[src/rtl/lux_seq_pkg.sv]
package lux_seq_pkg;
  typedef enum logic [1:0] {
    CH_D1   = 2'd0,
    CH_D2   = 2'd1,
    CH_DIFF = 2'd2,
    CH_RSVD = 2'd3
  } chan_e;

  typedef enum logic [1:0] {
    OP_NONE  = 2'd0,
    OP_MODE  = 2'd1,
    OP_SLEEP = 2'd2,
    OP_CLEAR = 2'd3
  } op_e;

  typedef struct packed {
    op_e   op;
    logic  ext;
    chan_e chan;
  } cmd_t;

  localparam logic [7:0] CODE_SLEEP = 8'h8C;
  localparam logic [7:0] CODE_CLEAR = 8'h0C;
endpackage

[src/rtl/lux_cmd_decode.sv]
module lux_cmd_decode
  import lux_seq_pkg::*;
(
  input  logic [7:0] byte_i,
  output cmd_t       cmd_o
);
  logic timing_ok, chan_ok, frame_ok;

  always_comb begin
    timing_ok = (byte_i[5:4] == 2'b00) || (byte_i[5:4] == 2'b11);
    chan_ok   = (byte_i[3:2] != 2'b11);
    frame_ok  = (byte_i[7:6] == 2'b00) && (byte_i[1:0] == 2'b00);
    cmd_o.ext  = byte_i[5];
    cmd_o.chan = chan_e'(byte_i[3:2]);
    if (byte_i == CODE_SLEEP)                cmd_o.op = OP_SLEEP;
    else if (byte_i == CODE_CLEAR)           cmd_o.op = OP_CLEAR;
    else if (frame_ok && timing_ok && chan_ok) cmd_o.op = OP_MODE;
    else                                     cmd_o.op = OP_NONE;
  end
endmodule

[src/rtl/lux_sat_counter.sv]
module lux_sat_counter #(
  parameter int W = 16
) (
  input  logic         clk_i,
  input  logic         rst_ni,
  input  logic         clr_i,
  input  logic         inc_i,
  output logic [W-1:0] q_o,
  output logic [W-1:0] next_o
);
  localparam logic [W-1:0] MAXV = {W{1'b1}};

  always_comb next_o = (inc_i && q_o != MAXV) ? q_o + 1'b1 : q_o;

  always_ff @(posedge clk_i or negedge rst_ni) begin
    if (!rst_ni)    q_o <= '0;
    else if (clr_i) q_o <= '0;
    else            q_o <= next_o;
  end

  a_r6_no_wrap: assert property (@(posedge clk_i) disable iff (!rst_ni)
    (q_o == MAXV && !clr_i) |=> (q_o == MAXV));
endmodule

[src/rtl/lux_conv_ctrl.sv]
module lux_conv_ctrl
  import lux_seq_pkg::*;
#(
  parameter int W          = 16,
  parameter int WIN_CYCLES = 32768
) (
  input  logic         clk_i,
  input  logic         rst_ni,
  input  cmd_t         cmd_i,
  input  logic         cmd_valid_i,
  input  logic         pulse_d1_i,
  input  logic         pulse_d2_i,
  input  logic         osc_tick_i,
  input  logic [W-1:0] c_q_i,
  input  logic [W-1:0] p_next_i,
  input  logic [W-1:0] c_next_i,
  output logic         cnt_clr_o,
  output logic         p_inc_o,
  output logic         c_inc_o,
  output logic [W-1:0] result_o,
  output logic [W-1:0] cycles_o,
  output logic         done_o
);
  localparam logic [W-1:0] LAST_TICK = W'(WIN_CYCLES - 1);
  localparam logic [W-1:0] WIN_W     = W'(WIN_CYCLES);

  logic   active_q, ext_q, phase_q;
  chan_e  chan_q;
  logic [W-1:0] hold_q;

  logic cmd_any, is_mode, win_end, close, first_half, fin, sel;

  always_comb begin
    sel        = (chan_q == CH_D1) || (chan_q == CH_DIFF && phase_q) ? pulse_d1_i : pulse_d2_i;
    p_inc_o    = active_q && sel;
    c_inc_o    = active_q && osc_tick_i;
    cmd_any    = cmd_valid_i && (cmd_i.op != OP_NONE);
    is_mode    = cmd_valid_i && (cmd_i.op == OP_MODE);
    win_end    = active_q && !ext_q && osc_tick_i && (c_q_i == LAST_TICK);
    first_half = (chan_q == CH_DIFF) && !phase_q;
    // command wins over a coincident self-timed end
    close      = (is_mode && active_q && ext_q && cmd_i.ext) || (!cmd_any && win_end);
    fin        = close && !first_half;
    cnt_clr_o  = cmd_any || win_end;
  end

  always_ff @(posedge clk_i or negedge rst_ni) begin
    if (!rst_ni) begin
      active_q <= 1'b0;
      ext_q    <= 1'b0;
      phase_q  <= 1'b0;
      chan_q   <= CH_D1;
      hold_q   <= '0;
      result_o <= '0;
      cycles_o <= '0;
      done_o   <= 1'b0;
    end else begin
      done_o <= fin;
      if (fin) begin
        result_o <= (chan_q == CH_DIFF) ? p_next_i - hold_q : p_next_i;
        cycles_o <= c_next_i;
      end
      if (close && first_half) hold_q <= p_next_i;
      if (cmd_any) begin
        if (is_mode) begin
          active_q <= 1'b1;
          ext_q    <= cmd_i.ext;
          chan_q   <= cmd_i.chan;
          phase_q  <= close && first_half && (cmd_i.chan == CH_DIFF);
        end else begin
          active_q <= 1'b0;
          phase_q  <= 1'b0;
        end
      end else if (win_end) begin
        phase_q <= first_half;
      end
    end
  end

  a_r2_window_bound: assert property (@(posedge clk_i) disable iff (!rst_ni)
    (active_q && !ext_q) |-> (c_q_i < WIN_W));
  a_r2_internal_cycles: assert property (@(posedge clk_i) disable iff (!rst_ni)
    (done_o && !ext_q) |-> (cycles_o == WIN_W));
  a_r8_idle_silent: assert property (@(posedge clk_i) disable iff (!rst_ni)
    !active_q |=> !done_o);
  a_r7_hold: assert property (@(posedge clk_i) disable iff (!rst_ni)
    !done_o |-> ($stable(result_o) && $stable(cycles_o)));
  a_r4_no_mid_pair_done: assert property (@(posedge clk_i) disable iff (!rst_ni)
    (close && first_half) |=> !done_o);
endmodule

[src/rtl/lux_conv_seq.sv]
module lux_conv_seq
  import lux_seq_pkg::*;
#(
  parameter int CNT_W      = 16,
  parameter int WIN_CYCLES = 32768
) (
  input  logic             clk_i,
  input  logic             rst_ni,
  input  logic [7:0]       cmd_i,
  input  logic             cmd_valid_i,
  input  logic             pulse_d1_i,
  input  logic             pulse_d2_i,
  input  logic             osc_tick_i,
  output logic [CNT_W-1:0] result_o,
  output logic [CNT_W-1:0] cycles_o,
  output logic             done_o
);
  cmd_t             cmd;
  logic             clr, p_inc, c_inc;
  logic [CNT_W-1:0] p_q, p_next, c_q, c_next;

  lux_cmd_decode u_dec (
    .byte_i (cmd_i),
    .cmd_o  (cmd)
  );

  lux_sat_counter #(.W(CNT_W)) u_pulse_cnt (
    .clk_i  (clk_i),
    .rst_ni (rst_ni),
    .clr_i  (clr),
    .inc_i  (p_inc),
    .q_o    (p_q),
    .next_o (p_next)
  );

  lux_sat_counter #(.W(CNT_W)) u_tick_cnt (
    .clk_i  (clk_i),
    .rst_ni (rst_ni),
    .clr_i  (clr),
    .inc_i  (c_inc),
    .q_o    (c_q),
    .next_o (c_next)
  );

  lux_conv_ctrl #(.W(CNT_W), .WIN_CYCLES(WIN_CYCLES)) u_ctrl (
    .clk_i       (clk_i),
    .rst_ni      (rst_ni),
    .cmd_i       (cmd),
    .cmd_valid_i (cmd_valid_i),
    .pulse_d1_i  (pulse_d1_i),
    .pulse_d2_i  (pulse_d2_i),
    .osc_tick_i  (osc_tick_i),
    .c_q_i       (c_q),
    .p_next_i    (p_next),
    .c_next_i    (c_next),
    .cnt_clr_o   (clr),
    .p_inc_o     (p_inc),
    .c_inc_o     (c_inc),
    .result_o    (result_o),
    .cycles_o    (cycles_o),
    .done_o      (done_o)
  );

  a_r6_pulse_sat: assert property (@(posedge clk_i) disable iff (!rst_ni)
    (p_q == {CNT_W{1'b1}} && !clr) |=> (p_q == {CNT_W{1'b1}}));
endmodule

[config.mk]
export PLATFORM = sky130hd
export DESIGN_NAME = lux_conv_seq
export DESIGN_NICKNAME = d
export VERILOG_FILES = /design/src/rtl/lux_seq_pkg.sv /design/src/rtl/lux_cmd_decode.sv /design/src/rtl/lux_sat_counter.sv /design/src/rtl/lux_conv_ctrl.sv /design/src/rtl/lux_conv_seq.sv
export SDC_FILE = /design/constraint.sdc
export NUM_CORES = 1
export LEC_CHECK = 0
export CORE_MARGIN = 2
export CORE_UTILIZATION = 45
export CTS_CLUSTER_SIZE = 14
export DETAILED_ROUTE_END_ITERATION = 10
export DONT_BUFFER_PORTS = 1
export PLACE_DENSITY = 0.65
export SLEW_MARGIN = 25
export SYNTH_ARGS = -nofsm -noshare
export SYNTH_HDL_FRONTEND = slang
export SYNTH_SLANG_ARGS = --single-unit
[constraint.sdc]
create_clock -name clk_i -period 4.15 [get_ports clk_i]
set_input_delay 0.415 -clock clk_i [delete_from_list [all_inputs] [get_ports clk_i]]
set_output_delay 0.415 -clock clk_i [all_outputs]
set_load 0.01 [all_outputs]
==> impl_metrics.ini, run 1 <==
[routing]
num_vias = 3663
finalWirelength_mm = 10.43
ant_nets = 0
wl_per_cell_um = 15.68
drt_iter0_drc = 182
drc = 0
vias_per_cell = 5.508
dr.pass1.iters = 5

[worst_setup_path]
path_cells = ha_2, and2_1, nand4_2, or2_4, nand2_1, xor2_2, ha_1, inv_1, fa_1, a21o_1, a221oi_4, o21ai_1, a221o_1, a211oi_1, o21ai_0, a21oi_1
endpoint_kind = register
cp.arrival_ps = 4150
cp-startpoint = u_pulse_cnt.q_o[0]$_DFF_PN0_
cp_max_fo = 7
cpMaxStageDelayCell = dfrtp_2
r2r_start = u_pulse_cnt.q_o[0]$_DFF_PN0_
path_class = reg -> reg
slowest_delay_ps = 420
required_ps = 4450
start_kind = register

[timing]
setup-violations-final = 0
timing.hold.ws_ps = 194.7
worstMarginPinSlew_ps = 738.5
finClkSkew_ps = 10.81
fin_crit_sh_pct = 92.82
finalHoldViolations = 0
finalCriticalPeriod_ps = 3852
grt_setup_unrepaired = false
tns_ps = 0
slew_violations = 0
fmax_mhz = 259.6
slew_headroom_pct = 50.64

[global_route]
grt_max_degree = 87
antenna_found_initial = 0
grt_util_all_layers_pct = 20.41
grt_pass1_wl_mm = 18.18
grt_overflow_total = 0
grt_pass1_vias = 3725

[cells_and_area]
diodes = 0
drive_gt1_share_pct = 10.21
syn2layout_area_growth_pct = 10.44
nets = 557

[cts]
clockBufferDepth = 2
cts_tree = built
cts-buffers-inserted = 9
clkTransAtPathRegs_ps = 90
worstSkewPairLatency_ps = 370
cts_root_buffer = clkbuf_8
h-tree-depth = 3
cts.sinks = 86
post_cts_buffers = 0

[worst_hold_path]
worstHoldStart = cmd_i[2]
hold_class = in -> reg

[die]
row_count = 37
start_util_pct = 45.95
pin_count = 47
die_w_um = 106.4
die_area_um2 = 11330
die_y_um = 106.4
core_area_um2 = 10280

[placement]
io_buffers = 0
dp_hpwl_mm = 7.458
place.gp.congestion = 0.9374

[outcome]
status = completed

[logic_synthesis]
yosysWarningCount = 0
synth-edff-count = 0
async_flop_share_pct = 100.0
ys.flop_type = dfrtp_1
syn-num-nets = 547
seq_area_frac_synth_pct = 45.57
yosys_register_bits = 86
netlist_instances = 514
synthDistinctLibCells = 57
syn_area_per_cell_um2 = 9.187
syn-cell-area_um2 = 4722

[flow_run]
maxCapViolCount = 0

[power]
total_leakage_power_nw = 2.428
peakVddDrop_uv = 196.6
power_density_nw_per_um2 = 366.5
## registers in the layout (all words and copies together), names as in the netlist
signal,count
u_ctrl.cycles_o,16
u_ctrl.hold_q,16
u_ctrl.result_o,16
u_pulse_cnt.q_o,16
u_tick_cnt.q_o,16
u_ctrl.chan_q,2
u_ctrl.active_q,1
u_ctrl.done_o,1
u_ctrl.ext_q,1
u_ctrl.phase_q,1
## worst paths after layout
kind / to / slack (ps) / depth (start not counted)
max in group asynchronous: u_tick_cnt.q_o[0]$_DFF_PN0_ / 3180 / 2
setup reg to reg: u_ctrl.result_o[12]$_DFFE_PN0P_ / 300 / 16
min in group asynchronous: u_ctrl.hold_q[7]$_DFFE_PN0P_ / 590 / 2
setup / recovery: u_ctrl.result_o[12]$_DFFE_PN0P_ / 300 / 16
hold reg to reg: u_ctrl.ext_q$_DFFE_PN0P_ / 520 / 2
hold / removal: u_ctrl.chan_q[0]$_DFFE_PN0P_ / 190 / 1
## cell usage in the layout (no fill, tap or decap), drive strengths merged, types with 3 or more instances in the layout
cell    count
a211oi      7
mux2        3
xor2       16
inv        32
nand2      64
a21o        6
mux2i       4
o211ai      5
nand3      23
o31ai       4
dfrtp      86
o21a        9
buf        17
and2        3
and4        3
ha         18
nor3        5
xnor2      21
a21oi      33
a31oi       3
nor2b      13
nor2       50
nand4      14
clkbuf     11
and3        8
o21ai      42
## per-layer routing
layer,part of all wire (%),up-vias,GRT usage (%)
li1,-,1801,-
met1,45,1765,26.52
met2,48,82,33.70
met3,5.4,15,4.598
met4,1.7,0,6.957
met5,0,-,0
## what timing repair did
item | 4_1_cts | 5_1_grt
gates resized for setup | 0 | 5
setup endpoints to repair | 0 | 3
hold endpoints to repair | 86 | 0
hold buffers | 2 | 0
## worst max-delay path: cells and delay by family (launching register included)
| family | cells | cell delay, ps |
|---|---|---|
| fa+ha+maj | 3 | 840 |
| flops | 1 | 420 |
| buf+inv | 1 | 60 |
| xor+xnor | 1 | 230 |
| simple gates | 4 | 770 |
| compound gates | 7 | 1500 |
## final cells by class
class / count / area (um2)
sequential: 86 / 2153
clock buffer: 11 / 141.4
clock inverter: 5 / 65.06
tap: 136 / 170.2
inverter: 30 / 112.6
fill: 975 / 5062
timing repair buffer: 18 / 157.7
multi-input combinational: 379 / 2415
## synthesized netlist by cell type, drive strengths merged (2+ instances only)
cell type / count / area share (%)
nand2: 64 / 5.1
xor2: 16 / 3.0
nor2: 50 / 4.0
nor4: 2 / 0.58
mux2i: 4 / 0.85
or3: 2 / 0.37
or3b: 2 / 0.37
nor3b: 2 / 0.32
and4: 3 / 0.56
o21ai: 42 / 4.5
xnor2: 21 / 3.9
o31ai: 4 / 0.85
a211oi: 7 / 1.1
buf: 9 / 1.1
nand4: 14 / 2.0
ha: 18 / 4.8
and2: 3 / 0.40
dfrtp: 86 / 46
inv: 30 / 2.4
and3: 8 / 1.1
mux2: 3 / 0.72
o2111ai: 2 / 0.37
o21a: 9 / 1.4
a21oi: 33 / 3.5
o211ai: 5 / 0.90
nor2b: 13 / 1.7
a21o: 6 / 0.95
nand3: 23 / 2.5
a31oi: 3 / 0.40
nor3: 5 / 0.53
clkbuf: 10 / 0.79
## cells by family (layout without fill, tap and decap cells)
family	after synthesis	count (layout)	share of synthesized area (%)
and+or+nand+nor	197	197	20.56
AOI/OAI and AO/OA	119	119	16.00
DFF	86	86	45.57
buffers and inverters	49	64	4.239
xor gates and xnor gates	37	37	6.863
adders and majority gates	19	19	5.194
muxes	7	7	1.563
## report_power, final
part	internal (mW)	switching [mW]
Sequential	0.886	0.0518
Clock	0.301	0.319
Combinational	0.144	0.209
## through the flow
stage               std cells  worst slack (ps)  total power, mW  utilization (%)  instance area (um2)
floorplan                 514             462.9            1.171                -                 4722
global placement          647             302.9            1.256            48.13                 4946
detailed placement        647             149.1            1.273            48.13                 4946
CTS                       665             121.4            1.923            50.50                 5190
global route              665             23.19            2.020            50.74                 5215
finish                    665             297.9            1.912            50.74                 5215
(Power assumes the default switching activity.)
==> inputs of run 2 (changes only) <==
--- a/config.mk
+++ b/config.mk
@@ -5,6 +5,7 @@
 export SDC_FILE = /design/constraint.sdc
 export NUM_CORES = 1
 export LEC_CHECK = 0
+export ABC_AREA = 1
 export CORE_MARGIN = 2
 export CORE_UTILIZATION = 45
 export CTS_CLUSTER_SIZE = 14
==> impl_metrics.ini, run 2 <==
[logic_synthesis]
syn_area_per_cell_um2 = 7.146
synthDistinctLibCells = 35
yosys-top-cells-area = dfrtp_1, nand2_1, inv_1, nor2_1, ha_1
ys_top_cells_by_count = nand2_1, inv_1, dfrtp_1
syn-num-nets = 803
syn-cell-area_um2 = 5503
async_flop_share_pct = 100.0
yosys.area.top_type_share_pct = 39.11
seq_area_frac_synth_pct = 39.11
yosysWarningCount = 0
synth.most_common_cell = nand2_1
yosys_register_bits = 86
yosys.area.top_type = dfrtp_1
synth-edff-count = 0
netlist_instances = 770
ys.flop_type = dfrtp_1

[global_route]
grt_pass1_wl_mm = 22.07
grt_pass1_vias = 4572
grt_util_all_layers_pct = 21.50
busiest_layer = met2
grt_max_degree = 87
groute.layer.met2.usage_pct = 34.52
use_met1_pct = 28.61
antenna_found_initial = 0
grt_overflow_total = 0
met3_usage_pct = 4.553

[cts]
worstSkewPairLatency_ps = 350
h-tree-depth = 3
cts_root_buffer = clkbuf_16
cts-buffers-inserted = 9
cts_tree = built
clockBufferDepth = 2
clkTransAtPathRegs_ps = 70
cts.sinks = 86
cts-resized-gates = 0

[worst_setup_path]
cp.arrival_ps = 3620
slowest_delay_ps = 390
cpMaxStageDelayCell = dfrtp_1
required_ps = 4390
cp_max_fo = 30
start_kind = register
endpoint_kind = register
crit_top_cell = nand2_1
path_class = reg -> reg
path_cells = ha_1, inv_1, nor2_4, nand2_1, nor2_1, nor2_2, buf_4, inv_2, nand2_1, and2_1, ha_1, inv_1, fa_1, nand3_1, nand2_1, inv_1, o21ai_0, nand2_1, nand3_1, nand3_1, nand3_1, nand2_1

[cells_and_area]
diodes = 0
drive_gt1_share_pct = 7.254
syn2layout_area_growth_pct = 7.549
nets = 800
layout_commonest_cell = nand2_1
mostFrequentLayoutCells = nand2_1, inv_1, dfrtp_1, nor2_1, nand3_1
stdcell_area_um2 = 5918

[power]
total_leakage_power_nw = 3.014
peakVddDrop_uv = 245.5
p_total_mw = 3.586
power_density_nw_per_um2 = 605.9

[timing]
worstMarginPinSlew_ps = 505.6
fmax_mhz = 295.7
timing.hold.ws_ps = 171.1
slew_headroom_pct = 66.26
finalCriticalPeriod_ps = 3382
setup-violations-final = 0
grt_setup_unrepaired = false
fin_crit_sh_pct = 81.50
finClkSkew_ps = 8.807
tns_ps = 0
slew_violations = 0
finalHoldViolations = 0

[routing]
dr.pass1.iters = 5
wl_per_cell_um = 14.10
drt_iter0_drc = 236
ant_nets = 0
drc = 0
vias_per_cell = 5.083
finalWirelength_mm = 12.96
num_vias = 4671

[die]
core_area_um2 = 11960
die_area_um2 = 13130
pin_count = 47
row_count = 40
start_util_pct = 46.00
die_y_um = 114.6
die_w_um = 114.6

[worst_hold_path]
hold_class = in -> reg

[outcome]
status = completed

[placement]
io_buffers = 0
place.gp.congestion = 0.9197
placed_area_um2 = 5558
dp_hpwl_mm = 9.611

[flow_run]
maxCapViolCount = 0
run 2: per-layer routing:
metal,share of wire (%),wire length [um]
met5,0,0
met4,2.5,326
met3,3.3,430
met2,46,6022
met1,48,6181
run 2: power breakdown:
group	internal, mW	total, mW	switching, mW
Sequential	0.962	1.11	0.153
Combinational	0.548	1.59	1.04
Clock	0.532	0.883	0.352
Total	2.04	3.59	1.54
run 2: per-stage QoR:
step	utilization (%)	setup WS [ps]	cells
after global routing	49.48	379.1	919
after floorplan	-	1252	770
after CTS	49.48	772.0	919
final	49.48	767.9	919
after global placement	46.46	884.6	901
after detailed placement	46.46	809.1	901
run 2: cell families (layout without fill, tap and decap cells):
family,after synthesis,count (layout),share of synthesized area (%)
xor+xnor,28,28,4.456
simple gates,424,424,32.67
flops,86,86,39.11
compound gates,87,87,9.209
fa+ha+maj,19,19,4.457
buf+inv,126,128,10.10
run 2: worst paths after layout:
path | start | slack, ps | cells past startpoint | endpoint
max | u_pulse_cnt.q_o[1]$_DFF_PN0_ | 770 | 22 | u_ctrl.result_o[12]$_DFFE_PN0P_
min | cmd_i[2] | 170 | 2 | u_ctrl.chan_q[0]$_DFFE_PN0P_
max reg2reg | u_pulse_cnt.q_o[1]$_DFF_PN0_ | 770 | 22 | u_ctrl.result_o[12]$_DFFE_PN0P_
min reg2reg | u_ctrl.hold_q[10]$_DFFE_PN0P_ | 490 | 2 | u_ctrl.hold_q[10]$_DFFE_PN0P_
max in group asynchronous | rst_ni | 3160 | 2 | u_ctrl.result_o[8]$_DFFE_PN0P_
min in group asynchronous | rst_ni | 650 | 2 | u_pulse_cnt.q_o[13]$_DFF_PN0_
run 2: what timing repair did:
item                                    4_1_cts  5_1_grt
setup buffers                                 0        0
hold endpoints to repair                     86        0
endpoints found under the setup margin        0        0
hold buffers                                  2        0
run 2: worst max-delay path, delay by kind of cell (launching register included):
family	cells	cell delay, ps
AOI/OAI and AO/OA	1	320
buffers and inverters	5	580
adders and majority gates	3	670
DFF	1	390
and+or+nand+nor	13	1290
run 2: final cells by class:
cell class | instances | area (um2)
Fill cell | 1208 | 6043
Multi-Input combinational cell | 558 | 2798
Sequential cell | 86 | 2152
Inverter | 107 | 401.6
Clock buffer | 10 | 229.0
Tap cell | 147 | 183.9
Clock inverter | 6 | 93.84
Timing Repair Buffer | 5 | 60.06
==> inputs of run 3 (changes only) <==
--- a/config.mk
+++ b/config.mk
@@ -5,7 +5,7 @@
 export SDC_FILE = /design/constraint.sdc
 export NUM_CORES = 1
 export LEC_CHECK = 0
-export ABC_AREA = 1
+export ABC_AREA = 0
 export CORE_MARGIN = 2
 export CORE_UTILIZATION = 45
 export CTS_CLUSTER_SIZE = 14
==> constraint.sdc (replaced) <==
create_clock -name clk_i -period 3.2 [get_ports clk_i]
set_input_delay 0.32 -clock clk_i [delete_from_list [all_inputs] [get_ports clk_i]]
set_output_delay 0.32 -clock clk_i [all_outputs]
set_load 0.01 [all_outputs]
==> impl_metrics.ini, run 3 (synthesized netlist as in run 1, its figures left out) <==
[outcome]
status = finished with violations
violations = setup timing

[routing]
num_vias = 3922
wl_per_cell_um = 15.70
dr.pass1.iters = 6
finalWirelength_mm = 11.30
drt_iter0_drc = 181
ant_nets = 0
drc = 0
vias_per_cell = 5.447

[placement]
place.gp.congestion = 0.8718
dp_hpwl_mm = 8.098
io_buffers = 0

[power]
peakVddDrop_uv = 214.4
total_leakage_power_nw = 2.708
power_density_nw_per_um2 = 442.6

[cells_and_area]
final_util_pct = 56.14
nets = 612
fillers = 943
multi_input_area_um2 = 2552
syn2layout_area_growth_pct = 22.18
regArea_um2 = 2152
layout_commonest_cell = dfrtp_1
mostFrequentLayoutCells = dfrtp_1, buf_4, nand2_1, nor2_1, o21ai_0
drive_gt1_share_pct = 21.92
diodes = 0

[cts]
worstSkewPairLatency_ps = 360
clkTransAtPathRegs_ps = 100
cts_root_buffer = clkbuf_8
cts_tree = built
cts.sinks = 86
h-tree-depth = 3
cts-buffers-inserted = 9
clockBufferDepth = 2

[timing]
tns_ps = -180.8
setup-violations-final = 3
finalCriticalPeriod_ps = 3299
layout_setup_ws_ps = -98.72
finClkSkew_ps = 9.667
slew_violations = 0
grt_setup_unrepaired = true
slew_headroom_pct = 49.61
fin_crit_sh_pct = 103.1
timing.hold.ws_ps = 109.0
finalHoldViolations = 0
fmax_mhz = 303.1
worstMarginPinSlew_ps = 754.1

[die]
row_count = 37
die_y_um = 106.4
die_area_um2 = 11330
pin_count = 47
die_w_um = 106.4
core_area_um2 = 10280
start_util_pct = 45.95

[worst_setup_path]
path_class = reg -> reg
cp_max_fo = 3
cp.arrival_ps = 3590
required_ps = 3490
start_kind = register
endpoint_kind = register

[global_route]
grt_pass1_wl_mm = 18.86
antenna_found_initial = 0
grt_util_all_layers_pct = 20.88
grt_max_degree = 87
grt_overflow_total = 0
grt_pass1_vias = 4012

[worst_hold_path]
hold_class = in -> reg

[flow_run]
maxCapViolCount = 0
run 3: worst paths after layout:
kind | start | to | slack, ps | depth (start not counted)
min | cmd_i[2] | u_ctrl.chan_q[0]$_DFFE_PN0P_ | 110 | 1
max in group asynchronous | rst_ni | u_pulse_cnt.q_o[0]$_DFF_PN0_ | 2320 | 2
min in group asynchronous | rst_ni | u_ctrl.result_o[3]$_DFFE_PN0P_ | 520 | 2
max reg2reg | u_pulse_cnt.q_o[0]$_DFF_PN0_ | u_ctrl.result_o[12]$_DFFE_PN0P_ | -100 | 16
min reg2reg | u_ctrl.ext_q$_DFFE_PN0P_ | u_ctrl.ext_q$_DFFE_PN0P_ | 530 | 2
max | u_pulse_cnt.q_o[0]$_DFF_PN0_ | u_ctrl.result_o[12]$_DFFE_PN0P_ | -100 | 16
run 3: layer usage:
| metal | track usage (%) | part of all wire (%) |
|---|---|---|
| met2 | 35.49 | 50 |
| met5 | 0 | 0 |
| met1 | 27.21 | 45 |
| met3 | 3.679 | 4.2 |
| met4 | 6.494 | 0.66 |
run 3: area by class of cell:
type | count | share of cell area (%)
multi-input cells | 379 | 44.24
flip-flops and latches | 86 | 37.30
repair buffers | 73 | 10.24
well taps | 136 | 2.949
clock buffers | 9 | 2.147
inverters | 30 | 1.952
clock inverters | 7 | 1.171
run 3: where the power goes:
group | switching (mW) | total (mW) | internal (mW)
combinational | 0.325 | 0.611 | 0.286
clock | 0.445 | 0.743 | 0.298
sequential | 0.0512 | 1.20 | 1.15
run 3: metrics by stage:
step           instance area [um2]  power [mW]  setup WS [ps]  cells
6_report                      5769       2.553         -98.72    720
5_1_grt                       5769       2.684         -263.5    720
4_1_cts                       5680       2.545         -58.49    718
3_5_place_dp                  5383       1.748         -152.6    695
3_3_place_gp                  5383       1.724         -83.97    695
2_1_floorplan                 4792       1.544         -255.7    514
run 3: what timing repair did:
| action | in CTS | in global routing |
|---|---|---|
| resized for setup | 7 | 14 |
| hold endpoints to repair | 86 | 0 |
| setup buffers | 5 | 4 |
| endpoints found under the setup margin | 8 | 11 |
| pin swaps | 4 | 10 |
| hold buffers | 2 | 0 |
run 3: critical path, stage by stage, from the launching register on:
cell and delay (ps):
dfrtp_1 370, ha_2 180, and2_4 150, nand4_4 60, or2_4 260, nand2_4 80, xor2_2 150, ha_2 210
inv_2 40, fa_2 340, a21o_1 210, a221oi_4 320, o21ai_2 90, a221o_1 330, a211oi_2 220, o21ai_1 80
a21oi_1 140
